$ cat src/rtl/trig_seq.sv
module trig_seq #(
  parameter int NSTG = 4,
  parameter int DW   = 16,
  parameter int LW   = 2,
  localparam int SW  = (NSTG > 1) ? $clog2(NSTG) : 1
) (
  input  logic            clk,
  input  logic            rst_n,
  input  logic            arm_i,
  input  logic            ext_trig_i,
  input  logic [NSTG-1:0] match_i,
  input  logic            cfg_we_i,
  input  logic [SW-1:0]   cfg_sel_i,
  input  logic [DW-1:0]   cfg_delay_i,
  input  logic            cfg_start_i,
  input  logic [LW-1:0]   cfg_level_i,
  output logic            armed_o,
  output logic [LW-1:0]   level_o,
  output logic            run_o
);

  typedef enum logic [1:0] {S_OFF, S_WATCH, S_WAIT, S_DONE} stage_e;

  logic                     armed_q, run_q;
  logic [LW-1:0]            lvl_q;
  logic [NSTG-1:0][DW-1:0]  dly_q;
  logic [NSTG-1:0][LW-1:0]  min_q;
  logic [NSTG-1:0]          act_q;
  logic [NSTG-1:0]          fire;
  stage_e                   st_q [NSTG];

  wire arm_rise = arm_i && !armed_q;
  wire cfg_ok   = cfg_we_i && !armed_q;
  wire do_raise = |(fire & ~act_q);
  wire do_start = |(fire & act_q);

  assign armed_o = armed_q;
  assign level_o = lvl_q;
  assign run_o   = run_q;

  always_ff @(posedge clk or negedge rst_n) begin
    if (!rst_n) begin
      armed_q <= 1'b0;
      run_q   <= 1'b0;
      lvl_q   <= '0;
    end else begin
      armed_q <= arm_i;
      if (arm_rise) begin
        run_q <= 1'b0;
        lvl_q <= '0;
      end else if (armed_q) begin
        if (do_raise) lvl_q <= lvl_q + 1'b1;
        if (do_start || ext_trig_i) run_q <= 1'b1;
      end
    end
  end

  for (genvar s = 0; s < NSTG; s++) begin : g_stage
    logic [DW-1:0] cnt_q;
    wire hit = match_i[s] && (lvl_q >= min_q[s]);

    assign fire[s] = armed_q &&
                     ((st_q[s] == S_WATCH && hit && dly_q[s] == '0) ||
                      (st_q[s] == S_WAIT && cnt_q == DW'(1)));

    always_ff @(posedge clk or negedge rst_n) begin
      if (!rst_n) begin
        dly_q[s] <= '0;
        min_q[s] <= '0;
        act_q[s] <= 1'b0;
      end else if (cfg_ok && cfg_sel_i == SW'(s)) begin
        dly_q[s] <= cfg_delay_i;
        min_q[s] <= cfg_level_i;
        act_q[s] <= cfg_start_i;
      end
    end

    always_ff @(posedge clk or negedge rst_n) begin
      if (!rst_n) begin
        st_q[s] <= S_OFF;
        cnt_q   <= '0;
      end else if (arm_rise) begin
        st_q[s] <= S_WATCH;
        cnt_q   <= '0;
      end else if (!armed_q) begin
        st_q[s] <= S_OFF;
      end else begin
        case (st_q[s])
          S_WATCH: if (hit) begin
            if (dly_q[s] == '0) st_q[s] <= S_DONE;
            else begin
              st_q[s] <= S_WAIT;
              cnt_q   <= dly_q[s];
            end
          end
          S_WAIT: begin
            cnt_q <= cnt_q - 1'b1;
            if (cnt_q == DW'(1)) st_q[s] <= S_DONE;
          end
          default: ;
        endcase
      end
    end

    p_one_shot_r5: assert property (@(posedge clk) disable iff (!rst_n)
      (st_q[s] == S_DONE && !arm_rise) |=> (st_q[s] == S_DONE || st_q[s] == S_OFF));
  end

  p_arm_clear_r2: assert property (@(posedge clk) disable iff (!rst_n)
    arm_rise |=> (armed_q && !run_q && lvl_q == '0));

  p_level_step_r8: assert property (@(posedge clk) disable iff (!rst_n)
    (armed_q && !arm_rise) |=> (lvl_q == $past(lvl_q) || lvl_q == LW'($past(lvl_q) + 1'b1)));

  p_run_sticky_r9: assert property (@(posedge clk) disable iff (!rst_n)
    (run_q && !arm_rise) |=> run_q);

  p_ext_run_r10: assert property (@(posedge clk) disable iff (!rst_n)
    (armed_q && ext_trig_i) |=> run_q);

  p_cfg_hold_r11: assert property (@(posedge clk) disable iff (!rst_n)
    armed_q |=> ($stable(dly_q) && $stable(min_q) && $stable(act_q)));

  p_idle_level_r12: assert property (@(posedge clk) disable iff (!rst_n)
    (!armed_q && !arm_rise) |=> ($stable(lvl_q) && (run_q == $past(run_q))));

endmodule

$ cat config.mk
export PLATFORM = sky130hd
export DESIGN_NAME = trig_seq
export DESIGN_NICKNAME = d
export VERILOG_FILES = /design/src/rtl/trig_seq.sv
export SDC_FILE = /design/constraint.sdc
export NUM_CORES = 1
export LEC_CHECK = 0
export BUFFER_PORTS_ARGS = -buffer_cell sky130_fd_sc_hd__buf_2
export CAP_MARGIN = 20
export CORE_AREA = 2 2 167 185
export DETAILED_ROUTE_END_ITERATION = 10
export DIE_AREA = 0 0 169 187
export GPL_TIMING_DRIVEN = 0
export RECOVER_POWER = 100
export SLEW_MARGIN = 20
export SYNTH_ARGS = -nofsm -noshare
export SYNTH_HDL_FRONTEND = slang
export SYNTH_SLANG_ARGS = --single-unit
$ cat constraint.sdc
create_clock -name clk -period 3.2 [get_ports clk]
set_input_delay 0.16 -clock clk [delete_from_list [all_inputs] [get_ports clk]]
set_output_delay 0.16 -clock clk [all_outputs]
set_load 0.02 [all_outputs]
==> results of run 1 <==
-- cell usage after synthesis (all sizes together), types with 17 or more instances --
cell,count
mux2,73
a31oi,17
o21ai,40
clkbuf,29
nand2,52
nor4,29
a22o,35
ha,24
nor2,90
a21oi,42
dfrtp,152
inv,43
-- power breakdown --
part / total, mW / internal (mW) / leakage (nW) / switching (mW)
Combinational: 4.15 / 1.78 / 1.85 / 2.38
Clock: 1.96 / 1.08 / 0.271 / 0.881
Sequential: 3.04 / 2.47 / 1.94 / 0.570
-- how the worst max path moves through the flow --
stage / startpoint / to / slack [ns] / cells past startpoint
after floorplan: level_o[0] / g_stage[0].cnt_q[12] / 0.93 / 9
after global placement: rst_n / dly_q[35] / -0.39 / 1
after detailed placement: level_o[1] / g_stage[0].cnt_q[12] / 0.29 / 8
after CTS: level_o[1] / g_stage[0].cnt_q[12] / 0.27 / 8
after global routing: level_o[1] / g_stage[0].cnt_q[4] / 0.17 / 8
final: level_o[1] / g_stage[0].cnt_q[6] / 0.45 / 8
-- worst reg2reg max path: stages (launching register included) --
cell,delay [ns]
dfrtp_1,0.53
ha_1,0.35
o21ai_0,0.11
nor3b_1,0.31
a21oi_1,0.18
nor2_2,0.40
clkbuf_1,0.46
a31oi_1,0.18
o22ai_1,0.15
-- per-stage QoR --
stage | hold WS (ns) | std cells | TNS [ns] | power (mW)
2_1_floorplan | -0.1356 | 815 | 0 | 6.244
3_3_place_gp | 0.3263 | 1227 | -57.92 | 7.174
3_5_place_dp | 0.1999 | 1228 | 0 | 7.223
4_1_cts | 0.01549 | 1262 | 0 | 9.215
5_1_grt | 0.03741 | 1262 | 0 | 9.894
6_report | 0.02175 | 1262 | 0 | 9.163
-- routing by layer --
metal / up-vias / track usage [%]
met3: 35 / 2.158
met4: 0 / 5.884
li1: 3080 / -
met1: 3248 / 19.77
met2: 154 / 23.79
met5: - / 0
-- timing repair --
action                     4_1_cts  5_1_grt
hold buffers                     2        0
setup endpoints to repair        0        2
gates resized for setup          0        1
buffers inserted                 0        0
hold endpoints to repair        82        0
-- flip-flops by register name, indices dropped and copies added (netlist names) --
register,flops
min_q,8
level_o,2
g_stage.cnt_q,64
run_o,1
st_q,8
act_q,4
dly_q,64
armed_o,1
-- final cells by class --
type	instances	area, um2	area share (%)
plain buffers	32	122.6	1.301
clock buffers	17	425.4	4.515
clock inverters	15	141.4	1.500
inverters	45	168.9	1.793
multi-input cells	586	4080	43.30
flip-flops and latches	152	3804	40.37
well taps	379	474.2	5.033
repair buffers	36	206.4	2.191
-- cells by family after synthesis --
logic type,Yosys count,synth area share [%]
muxes,85,11.48
and+or+nand+nor,256,16.16
buffers and inverters,77,3.552
xor gates and xnor gates,28,2.988
AOI/OAI and AO/OA,193,15.81
adders and majority gates,24,3.659
DFF,152,46.35
-- layout by cell type (no fill, tap or decap), drive strengths merged, types with 11 or more instances in the layout --
cell,synthesis,layout
dfrtp,152,152
nor2,90,90
mux2,73,73
nand2,52,52
clkbuf,29,52
inv,43,48
a21oi,42,42
o21ai,40,40
a22o,35,35
buf,3,31
nor4,29,29
ha,24,24
a31oi,17,17
o22ai,16,16
nand3,15,15
xnor2,15,15
xor2,13,13
mux2i,12,12
nor3,11,11
==> impl_metrics.json, run 1 <==
{
  "num_vias": 6517,
  "regToRegEndpoint": "g_stage[0].cnt_q[6]",
  "synth.distinct_cells": 63,
  "cts.path.max_buffers": 2,
  "dp_hpwl_mm": 15.98,
  "top_layer": "met4",
  "gp_congestion": 0.8550,
  "synth-main-ff-cell": "dfrtp_1",
  "r2r_cells": 8,
  "synthesis.area_um2": 8207,
  "htreeDepth": 4,
  "drt_iter0_drc": 471,
  "final_util_pct": 31.40,
  "yosys.area.top_type": "dfrtp_1",
  "ios": 34,
  "rsz0062_at_grt": "no",
  "diodes": 0,
  "nFillCells": 3108,
  "r2r_slack_ns": 0.45,
  "dpl_cell_area_um2": 8884,
  "cts.sinks": 152,
  "grt-ovfl-total": 0,
  "fin_area_um2": 9423,
  "finalNetCount": 924,
  "relSlewSlack_pct": -44.09,
  "cap_violations": 1,
  "netlist_top_cells_area": "dfrtp_1 (46%), mux2_2 (10%), nor2_1 (4.1%), a22o_1 (3.7%), ha_1 (3.7%)",
  "setup_viol": 0,
  "crit_family": "simple AND/OR/NAND/NOR gates",
  "tightest_slew_ns": 2.161,
  "synth_top_area_share_pct": 46.35,
  "status": "finished with violations",
  "grtUsageTotal_pct": 14.69,
  "maxSlewViolCount": 82,
  "crit_arrival_ns": 3.10,
  "drt_wl_total_mm": 22.50,
  "path_clk_slew_ns": 0.07,
  "r2r-start": "level_o[1]",
  "path_class": "flop to flop",
  "ant_nets": 0,
  "clock_latency_ns": 0.44,
  "violations": "max-capacitance violations, max-slew violations",
  "cts_tree": "built",
  "dp_worst_setup_slack_ns": 0.2886,
  "layout_setup_ws_ns": 0.4486,
  "cp_slowest_cell": "dfrtp_1",
  "cp_max_fo": 10,
  "hold_depth": 3,
  "drt-vias-per-instance": 5.164,
  "finalClockSkew_ns": 0.01163,
  "cts_inserted_buffers": 17,
  "drcViolationCount": 0,
  "clockRootBuffer": "clkbuf_16",
  "cp_cell_sequence": "ha_1 -> o21ai_0 -> nor3b_1 -> a21oi_1 -> nor2_2 -> clkbuf_1 -> a31oi_1 -> o22ai_1",
  "ys.warnings.count": 0,
  "rows": 67,
  "p_per_area_nw_per_um2": 972.4,
  "finalCriticalPeriod_ns": 2.751,
  "wire_per_inst_um": 17.83,
  "crit_path_start_kind": "flop",
  "grt_pass1_vias": 6424,
  "antenna_found_initial": 0,
  "synth_edf_count": 0,
  "period_share_pct": 85.98,
  "min_from": "ext_trig_i",
  "cp.required_ns": 3.55,
  "wl_met1_mm": 10.21,
  "avgSynthCellArea_um2": 10.07,
  "die_h_um": 187,
  "fmax_mhz": 363.5,
  "synthCells": 815,
  "core_area_um2": 30010,
  "syn_nets": 869,
  "port_buffers": 33,
  "wl_met2_mm": 10.79,
  "grt_pass1_wl_mm": 36.16,
  "drive_above_1_share_pct": 16.99,
  "min_to": "run_o",
  "start_util_pct": 27.35,
  "grt_max_degree": 83,
  "ys_ff_latch": 152,
  "min_path_type": "input pin to flop",
  "dieArea_um2": 31600,
  "synthArstFlopShare_pct": 100.0,
  "die_w_um": 169,
  "ys_seq_area_share_pct": 46.35,
  "hold_viol_final": 0,
  "worst-path-buf-inv": 1,
  "endpoint_kind": "flop",
  "wl_met3_um": 882,
  "drt-pass1-iter-count": 5,
  "critical_path.max_stage_delay_ns": 0.53,
  "peakVddDrop_v": 0.0003198,
  "area_growth_pct": 14.82,
  "leakage_nw": 4.059
}
No activity file was read; power rests on OpenSTA's default activity.
==> inputs of run 2 (changes only) <==
--- a/config.mk
+++ b/config.mk
@@ -7,9 +7,9 @@
 export LEC_CHECK = 0
 export BUFFER_PORTS_ARGS = -buffer_cell sky130_fd_sc_hd__buf_2
 export CAP_MARGIN = 20
-export CORE_AREA = 2 2 167 185
+export CORE_AREA = 5 5 170 188
 export DETAILED_ROUTE_END_ITERATION = 10
-export DIE_AREA = 0 0 169 187
+export DIE_AREA = 0 0 175 193
 export GPL_TIMING_DRIVEN = 0
 export RECOVER_POWER = 100
 export SLEW_MARGIN = 20
==> run 2 against run 1 <==
  * The flow still finishes with violations (max-capacitance violations, max-slew violations)
  * Clock skew is 0.0034 ns lower
  * Global-route usage down 0.92 points
  * Critical path depth unchanged
  * Cell count unchanged
  * Total power up 1.6%
  * First-iteration DRC count is 2.3% higher
==> impl_metrics.json, run 2 (synthesis gave the netlist of run 1 again) <==
{
  "cts_tree": "built",
  "min_path_type": "input pin to flop",
  "setup_viol": 0,
  "endpoint_kind": "flop",
  "peakVddDrop_v": 0.0003493,
  "status": "finished with violations",
  "antenna_found_initial": 0,
  "dp_hpwl_mm": 16.22,
  "grt_pass1_vias": 6634,
  "relSlewSlack_pct": -21.97,
  "num_vias": 6526,
  "wire_per_inst_um": 18.02,
  "ant_nets": 0,
  "leakage_nw": 4.082,
  "drt-pass1-iter-count": 5,
  "gp_congestion": 0.8144,
  "r2r_cells": 8,
  "grtUsageTotal_pct": 13.78,
  "start_util_pct": 27.35,
  "fmax_mhz": 346.2,
  "period_share_pct": 90.26,
  "final_common_cell": "dfrtp_1",
  "crit_arrival_ns": 3.23,
  "dieArea_um2": 33780,
  "ios": 34,
  "violations": "max-capacitance violations, max-slew violations",
  "multiInputGateArea_um2": 4081,
  "hold-worst-slack_ns": 0.04851,
  "core_area_um2": 30010,
  "hold_viol_final": 0,
  "path_clk_slew_ns": 0.07,
  "tightest_slew_ns": 1.830,
  "path_class": "flop to flop",
  "finalNetCount": 924,
  "cap_violations": 1,
  "crit_start": "level_o[1]",
  "fin_area_um2": 9459,
  "finalCriticalPeriod_ns": 2.888,
  "finalClockSkew_ns": 0.008195,
  "maxSlewViolCount": 69,
  "cts.path.max_buffers": 2,
  "drt_wl_total_mm": 22.74,
  "die_h_um": 193,
  "total_power_mw": 9.305,
  "dpl_cell_area_um2": 8884,
  "rsz0062_at_grt": "no",
  "r2r-start": "level_o[1]",
  "area_growth_pct": 15.26,
  "drt_iter0_drc": 482,
  "hold_depth": 3,
  "fin_setup_tns_ns": 0,
  "grt_pass1_wl_mm": 36.92,
  "final_cell_mix": "dfrtp_1 (152), nor2_1 (89), mux2_2 (73)",
  "nFillCells": 3098,
  "diodes": 0,
  "port_buffers": 33,
  "rows": 67,
  "grt-ovfl-total": 0,
  "largest_registers": "dly_q: 64 flops, g_stage.cnt_q: 64 flops",
  "min_to": "run_o",
  "cts-resized-gates": 0,
  "clock_latency_ns": 0.42,
  "cts_inserted_buffers": 17,
  "cts.sinks": 152,
  "drt-vias-per-instance": 5.171,
  "p_per_area_nw_per_um2": 983.7,
  "crit_path_start_kind": "flop",
  "htreeDepth": 4,
  "grt_max_degree": 85,
  "cp_max_fo": 10,
  "cp.required_ns": 3.54,
  "drive_above_1_share_pct": 16.99,
  "drcViolationCount": 0,
  "regToRegEndpoint": "g_stage[0].cnt_q[12]",
  "final_util_pct": 31.52,
  "clockRootBuffer": "clkbuf_16",
  "r2r_slack_ns": 0.31,
  "min_from": "ext_trig_i",
  "die_w_um": 175,
  "register_area_um2": 3804
}
[run 2: changes by cell type in the layout (fill, tap and decap cells not counted)]
cell | previous run | this run
nor2_1 | 88 | 89
or4_4 | 2 | 3
or4_1 | 6 | 5
inv_8 | 0 | 1
clkinvlp_4 | 3 | 1
clkinv_4 | 4 | 3
clkinv_2 | 2 | 1
inv_6 | 5 | 6
clkbuf_8 | 0 | 1
nor2_2 | 2 | 1
bufinv_16 | 1 | 2
[run 2: timing repair]
item | CTS | global route
setup endpoints to repair | 0 | 0
hold buffers | 2 | 0
buffers inserted | 0 | 0
hold endpoints to repair | 69 | 0
[run 2: area by class of cell]
type,count,share of cell area [%]
multi-input combinational,586,43.15
sequential,152,40.21
clock buffer,18,4.643
inverter,45,1.786
tap,379,5.013
timing repair buffer,36,2.183
clock inverter,14,1.720
buffer,32,1.296
[run 2: worst max-delay path, cell delays in order, from the launching register on]
cell	delay, ns
dfrtp_1	0.55
ha_1	0.37
o21ai_0	0.10
nor3b_1	0.30
a21oi_1	0.15
nor2_1	0.54
clkbuf_1	0.47
a31oi_1	0.15
o22ai_1	0.17
[run 2: worst max-delay path by stage]
stage,cells past startpoint,end,slack (ns)
detailed placement,8,g_stage[0].cnt_q[12],0.37
floorplan,9,g_stage[0].cnt_q[12],0.93
global placement,1,g_stage[2].cnt_q[10],-0.37
global route,9,g_stage[0].cnt_q[6],0.08
CTS,8,g_stage[0].cnt_q[12],0.33
finish,8,g_stage[0].cnt_q[12],0.31
[run 2: report_power, final]
part	leakage (nW)	switching (mW)	internal, mW	total (mW)
combinational	1.85	2.41	1.79	4.20
clock	0.295	0.866	1.19	2.06
sequential	1.94	0.573	2.47	3.05
total	4.08	3.85	5.45	9.31
[run 2: routing by layer]
metal  vias up  track usage [%]  wire [um]
li1       3086                -          -
met1      3252            18.36      10540
met2       149            22.87      10760
met3        39            2.009        767
met4         0            5.228        673
met5         -                0          0
[run 2: metrics by stage]
stage               setup slack (ns)  std cells
floorplan                     0.9350        815
global placement             -0.3672       1227
detailed placement            0.3663       1228
CTS                           0.3291       1262
global route                 0.08391       1262
finish                        0.3118       1262
